### src/rtl/sop_pkg.sv
package sop_pkg;
  typedef enum logic [1:0] {
    SOP_RRA  = 2'b00,
    SOP_RRC  = 2'b01,
    SOP_SWPB = 2'b10,
    SOP_SXT  = 2'b11
  } sop_op_e;

  typedef struct packed {
    logic v;
    logic n;
    logic z;
    logic c;
  } sop_flags_t;
endpackage

### src/rtl/sop_shift.sv
module sop_shift #(
  parameter int unsigned DATA_W = 16
) (
  input  logic [DATA_W-1:0] operand_i,
  input  logic              byte_i,
  input  logic              rotate_i,
  input  logic              carry_i,
  output logic [DATA_W-1:0] result_o,
  output logic              carry_o
);
  localparam int unsigned BYTE_W = DATA_W / 2;

  logic              fill_word;
  logic              fill_byte;
  logic [DATA_W-1:0] word_res;
  logic [DATA_W-1:0] byte_res;

  always_comb begin
    fill_word = rotate_i ? carry_i : operand_i[DATA_W-1];
    fill_byte = rotate_i ? carry_i : operand_i[BYTE_W-1];
    word_res  = {fill_word, operand_i[DATA_W-1:1]};
    byte_res  = {{BYTE_W{1'b0}}, fill_byte, operand_i[BYTE_W-1:1]};
    result_o  = byte_i ? byte_res : word_res;
    carry_o   = operand_i[0];
  end
endmodule

### src/rtl/sop_byte.sv
module sop_byte #(
  parameter int unsigned DATA_W = 16
) (
  input  logic [DATA_W-1:0] operand_i,
  output logic [DATA_W-1:0] swap_o,
  output logic [DATA_W-1:0] sext_o
);
  localparam int unsigned BYTE_W = DATA_W / 2;

  always_comb begin
    swap_o = {operand_i[BYTE_W-1:0], operand_i[DATA_W-1:BYTE_W]};
    sext_o = {{BYTE_W{operand_i[BYTE_W-1]}}, operand_i[BYTE_W-1:0]};
  end
endmodule

### src/rtl/sop_flags.sv
module sop_flags #(
  parameter int unsigned DATA_W = 16
) (
  input  sop_pkg::sop_op_e   op_i,
  input  logic               byte_i,
  input  logic [DATA_W-1:0]  result_i,
  input  logic               shift_c_i,
  input  sop_pkg::sop_flags_t flags_i,
  output sop_pkg::sop_flags_t flags_o
);
  import sop_pkg::*;
  localparam int unsigned BYTE_W = DATA_W / 2;

  logic top_bit;
  logic is_zero;

  always_comb begin
    top_bit = byte_i ? result_i[BYTE_W-1] : result_i[DATA_W-1];
    is_zero = (result_i == '0);
    flags_o = flags_i;
    unique case (op_i)
      SOP_RRA, SOP_RRC: begin
        flags_o.v = 1'b0;
        flags_o.n = top_bit;
        flags_o.z = is_zero;
        flags_o.c = shift_c_i;
      end
      SOP_SXT: begin
        flags_o.v = 1'b0;
        flags_o.n = result_i[DATA_W-1];
        flags_o.z = is_zero;
        flags_o.c = ~is_zero;
      end
      default: flags_o = flags_i;
    endcase
  end
endmodule

### src/rtl/sop_unit.sv
module sop_unit #(
  parameter int unsigned DATA_W = 16
) (
  input  logic              clk_i,
  input  logic              rst_ni,
  input  logic [1:0]        op_i,
  input  logic              byte_i,
  input  logic [DATA_W-1:0] operand_i,
  input  logic [3:0]        flags_i,
  output logic [DATA_W-1:0] result_o,
  output logic [3:0]        flags_o
);
  import sop_pkg::*;

  sop_op_e           op;
  sop_flags_t        flags_in;
  sop_flags_t        flags_nxt;
  logic              shift_byte;
  logic [DATA_W-1:0] shift_res;
  logic              shift_c;
  logic [DATA_W-1:0] swap_res;
  logic [DATA_W-1:0] sext_res;
  logic [DATA_W-1:0] result_nxt;
  logic [DATA_W-1:0] result_q;
  logic [3:0]        flags_q;

  assign op       = sop_op_e'(op_i);
  assign flags_in = sop_flags_t'(flags_i);
  // size request only honoured by the shifts
  assign shift_byte = byte_i & ((op == SOP_RRA) | (op == SOP_RRC));

  sop_shift #(.DATA_W(DATA_W)) i_shift (
    .operand_i (operand_i),
    .byte_i    (shift_byte),
    .rotate_i  (op == SOP_RRC),
    .carry_i   (flags_in.c),
    .result_o  (shift_res),
    .carry_o   (shift_c)
  );

  sop_byte #(.DATA_W(DATA_W)) i_byte (
    .operand_i (operand_i),
    .swap_o    (swap_res),
    .sext_o    (sext_res)
  );

  always_comb begin
    unique case (op)
      SOP_SWPB: result_nxt = swap_res;
      SOP_SXT:  result_nxt = sext_res;
      default:  result_nxt = shift_res;
    endcase
  end

  sop_flags #(.DATA_W(DATA_W)) i_flags (
    .op_i      (op),
    .byte_i    (shift_byte),
    .result_i  (result_nxt),
    .shift_c_i (shift_c),
    .flags_i   (flags_in),
    .flags_o   (flags_nxt)
  );

  always_ff @(posedge clk_i or negedge rst_ni) begin
    if (!rst_ni) begin
      result_q <= '0;
      flags_q  <= '0;
    end else begin
      result_q <= result_nxt;
      flags_q  <= flags_nxt;
    end
  end

  assign result_o = result_q;
  assign flags_o  = flags_q;
endmodule

### config.mk
export PLATFORM = sky130hd
export DESIGN_NAME = sop_unit
export DESIGN_NICKNAME = d
export VERILOG_FILES = /design/src/rtl/sop_pkg.sv /design/src/rtl/sop_shift.sv /design/src/rtl/sop_byte.sv /design/src/rtl/sop_flags.sv /design/src/rtl/sop_unit.sv
export SDC_FILE = /design/constraint.sdc
export NUM_CORES = 1
export LEC_CHECK = 0
export ABC_CLOCK_PERIOD_IN_PS = 800
export BUFFER_PORTS_ARGS = -buffer_cell sky130_fd_sc_hd__buf_2
export CAP_MARGIN = 20
export CORE_MARGIN = 1
export CORE_UTILIZATION = 50
export DETAILED_ROUTE_END_ITERATION = 6
export PLACE_DENSITY = 0.85
export RECOVER_POWER = 25
export SYNTH_ARGS = -nofsm -noshare
export SYNTH_HDL_FRONTEND = slang
export SYNTH_SLANG_ARGS = --single-unit
### constraint.sdc
create_clock -name clk_i -period 0.8 [get_ports clk_i]
set_input_delay 0.12 -clock clk_i [delete_from_list [all_inputs] [get_ports clk_i]]
set_output_delay 0.12 -clock clk_i [all_outputs]
set_load 0.005 [all_outputs]
Word level (Yosys, flattened, before mapping). Cells that the tools add are included.

Multiplexer cells: 6. Reductions and logical operators: 3. Bitwise operators: 3. Equal/unequal tests: 3.

Operators with widths (count): 16-bit one-hot mux with 2 select lines (1); 16-bit logical NOT (1); 16-bit 2-to-1 mux (1); 4-bit one-hot mux with 2 select lines (1); 2-bit equality test, second input constant (2); 1-bit 2-to-1 mux (3); 2-bit by 1-bit equality test with 1-bit output, second input constant (1); 2-bit logical NOT (1); 2-bit OR reduction (1); 1-bit AND (1); 1-bit NOT (1); 1-bit bitwise OR (1).

Output and inout port bits: 20. Register bits after elaboration: 20.

Logic depth before layout (Yosys ltp).
Depth after elaboration: 8. Gate-level depth with buffers: 8.

Modules after synthesis. A second synthesis with hierarchy kept.

Cell total of the unflattened synthesis: 145. Area total of the unflattened synthesis: 1368.8 um^2.

Modules (own cells, without submodules): sop_unit (area each 864.6 um^2, seq. area each 500.5 um^2, cells each 76, times used 1); sop_byte (area each 240.2 um^2, seq. area each 0.0 um^2, cells each 32, times used 1); sop_shift (area each 141.4 um^2, seq. area each 0.0 um^2, cells each 21, times used 1); sop_flags (area each 122.6 um^2, seq. area each 0.0 um^2, cells each 16, times used 1).

Least setup slack after synthesis. Ideal clock, no wire load.

Path type: input to register. Start point: in op_i[0]. End point: reg flags_q[0], in the netlist flags_o[0]. Path buffers: 1. Arrival: 1.323 ns. Stages on the path: 6. Path slack: -0.652 ns. Path through: buf_6 > mux2i_1 > a21oi_1 > or4_1 > nor4_2 > o21ai_0.

RTL lines: start: declaration (line sop_unit.sv:6) `input logic [1:0] op_i,`; end signal: assignment (line sop_unit.sv:70) `flags_q <= flags_nxt;`; end: declaration (line sop_unit.sv:25) `logic [3:0] flags_q;`.

==> qor.yml <==
run_status:
  status: "finished, violations left"
  violations: "negative setup slack"
global_route:
  grt_pass1_vias: 1164
  grt_max_degree: 30
  grt_pass1_wl_um: 5490
  gr-total-overflow: 0
  track_usage_pct: 36.2
  antenna_found_initial: 0
floorplan:
  die_area_mm2: 0.00227
  die_width_um: 47.6
  initial_utilization_pct: 53.1
  fp-row-count: 16
  ios: 45
  coreArea_mm2: 0.00196
  die_h_um: 47.6
critical_path:
  cp-start-kind: "primary input"
  crit_fanout: 4
  arrival_ns: 1.67
  critPathKind: "primary input to register"
  required_ns: 1.05
  cp-end-kind: "register"
sta:
  fin_ws_ns: -0.624
  finalHoldViolCount: 0
  relSlewSlack_pct: 70.1
  max_slew.worst_pin.slew_ns: 0.448
  finalSetupViolations: 24
  timing.setup.tns_ns: -4.04
  drv_slew: 0
  period_minus_slack_ns: 1.42
  grt_setup_unrepaired: "true"
  period_share_pct: 178
  fmaxAchievable_ghz: 0.702
yosys:
  synth_flop_cell: "dfrtp_1"
  synthArstFlopShare_pct: 100
  synth_fp_nets: 134
  syn_inst: 109
  ys_types: 28
  synth-edff-count: 0
  synth.yosys.warnings: 0
  syn-cell-area_mm2: 0.00104
  ys_seq_elements: 20
  syn_area_per_cell_um2: 9.55
  ys_seq_area_share_pct: 48.1
placed_design:
  dp_cells: 204
  hpwl_um: 2390
  placed_cell_area_mm2: 0.00151
  globalplace.congestion: 0.845
  portBuffers: 44
min_path:
  hp-class: "primary input to register"
  hold_start: "flags_i[3]"
  hold_path_end: "flags_o[3]"
  whs_path_depth: 2
clock_tree:
  post_cts_buffers: 0
  cts.clk_slew.worst_paths_ns: 0.11
  cts_buffer_depth: 2
  cts_tree: "yes"
  cts_made_buffers: 3
  cts.htree.levels: 1
  cts_root_buf: "clkbuf_4"
  cts_sinks: 20
route:
  dr_total_vias: 1260
  finalWirelength_um: 3900
  wl_per_cell_um: 18.7
  detail-route-antenna-nets: 0
  drc_errors: 0
  drt_iter0_drc: 75
  dr.pass1.iters: 4
  viasPerCell: 6.03
layout:
  fillers: 107
  drive_gt1_share_pct: 52.2
  final_nets: 208
  antenna_cells: 0
  post-route-util_pct: 85.3
  layout.cells.non_filler: 209
  syn_to_final_growth_pct: 60.7
  fin_area_mm2: 0.00167
power_and_ir_drop:
  leakage_nw: 0.832
  p_sw_mw: 0.701
  seqPwrFrac_pct: 45.9
  ir_drop_mv: 1.16
  comb_power_share_pct: 29.8
  power.share.clock_pct: 24.3
  p_int_mw: 1.74
  switching_share_pct: 28.8
  powerDensity_mw_per_mm2: 1460
flow_run:
  drv_cap: 0
==> critical path, stage by stage <==
cell and delay (ns):
buf_2 0.14, or4_4 0.48, o211ai_1 0.23, o311ai_2 0.18, nor4_4 0.33, mux2_4 0.20
==> sequential cells by signal, indices dropped and copies added (netlist names) <==
| name | flops |
|---|---|
| flags_o | 4 |
| result_o | 16 |
==> power by group through the flow <==
stage	combinational [mW]	sequential (mW)	clock (mW)
final	0.727	1.12	0.591
after global routing	0.782	1.13	0.653
after CTS	0.665	1.12	0.614
after detailed placement	0.603	1.14	0
after global placement	0.573	1.13	0
after floorplan	0.231	1.15	0
==> per-layer routing <==
layer	up-vias	global-route usage [%]	routed length, um
met3	18	5.28	359
met5	-	0	0
li1	535	-	-
met4	0	14.4	138
met1	594	41.7	1340
met2	113	66.8	2070
==> per-stage QoR <==
stage | total power [mW] | hold slack, ns | setup WS [ns]
after floorplan | 1.38 | -0.176 | -0.588
after global placement | 1.70 | 0.0723 | -0.833
after detailed placement | 1.74 | 0.0936 | -0.950
after CTS | 2.40 | 0.00988 | -0.598
after global routing | 2.56 | 0.0189 | -0.651
final | 2.44 | 0.0171 | -0.624
==> worst max path at each step <==
stage / from / endpoint / cells after the start
global route: op_i[1] / flags_o[1] / 9
floorplan: op_i[0] / flags_o[0] / 6
global placement: op_i[0] / flags_o[0] / 7
CTS: operand_i[0] / flags_o[1] / 6
detailed placement: op_i[0] / flags_o[0] / 6
finish: operand_i[3] / flags_o[1] / 6
==> cells in the mapped netlist (2+ instances only) <==
library cell	number	area, um^2
a21o_1	2	15.0
a21oi_1	11	55.1
and2_1	2	12.5
buf_2	3	15.0
clkbuf_1	2	7.51
dfrtp_1	20	500
inv_1	2	7.51
mux2i_1	7	70.1
nand2_1	4	15.0
nand2b_1	8	50.1
nor2_1	10	37.5
nor2b_1	7	43.8
nor4_1	2	12.5
o21ai_0	13	65.1
o311ai_0	2	17.5
or4_1	2	15.0
==> repair_timing <==
action	in CTS	in global routing
endpoints found under the hold margin	20	0
endpoints found under the setup margin	25	24
pin swaps	3	4
hold buffers	1	0
gates resized for setup	20	7
==> layout by cell type, fill, tap and decap left out, drive strengths merged, types with 2 or more instances in the layout <==
cell	synthesis	routed
and2	2	2
inv	2	2
nor4	3	3
buf	5	75
clkbuf	2	4
nor2	10	10
mux2i	7	7
a21o	2	2
nand2b	8	8
nand2	4	4
nor2b	7	7
a21oi	11	11
o311ai	2	2
or4	2	2
dfrtp	20	20
o21ai	14	14
==> cells by family (layout without fill, tap and decap cells) <==
logic type	count (synthesis)	in the layout	synth area share, %
and+or+nand+nor	39	39	21.0
AOI/OAI and AO/OA	33	33	18.4
DFF	20	20	48.1
buffers and inverters	9	82	4.69
muxes	8	8	7.81
==> layout make-up <==
class                           count  area, um^2  share of cell area, %
Sequential cell                    20         500                   29.9
Timing Repair Buffer               76         510                   30.5
Clock buffer                        4        36.3                   2.17
Multi-Input combinational cell     80         584                   34.9
Inverter                            2        7.51                  0.449
Tap cell                           27        33.8                   2.02
No activity file was read; power rests on OpenSTA's default activity.
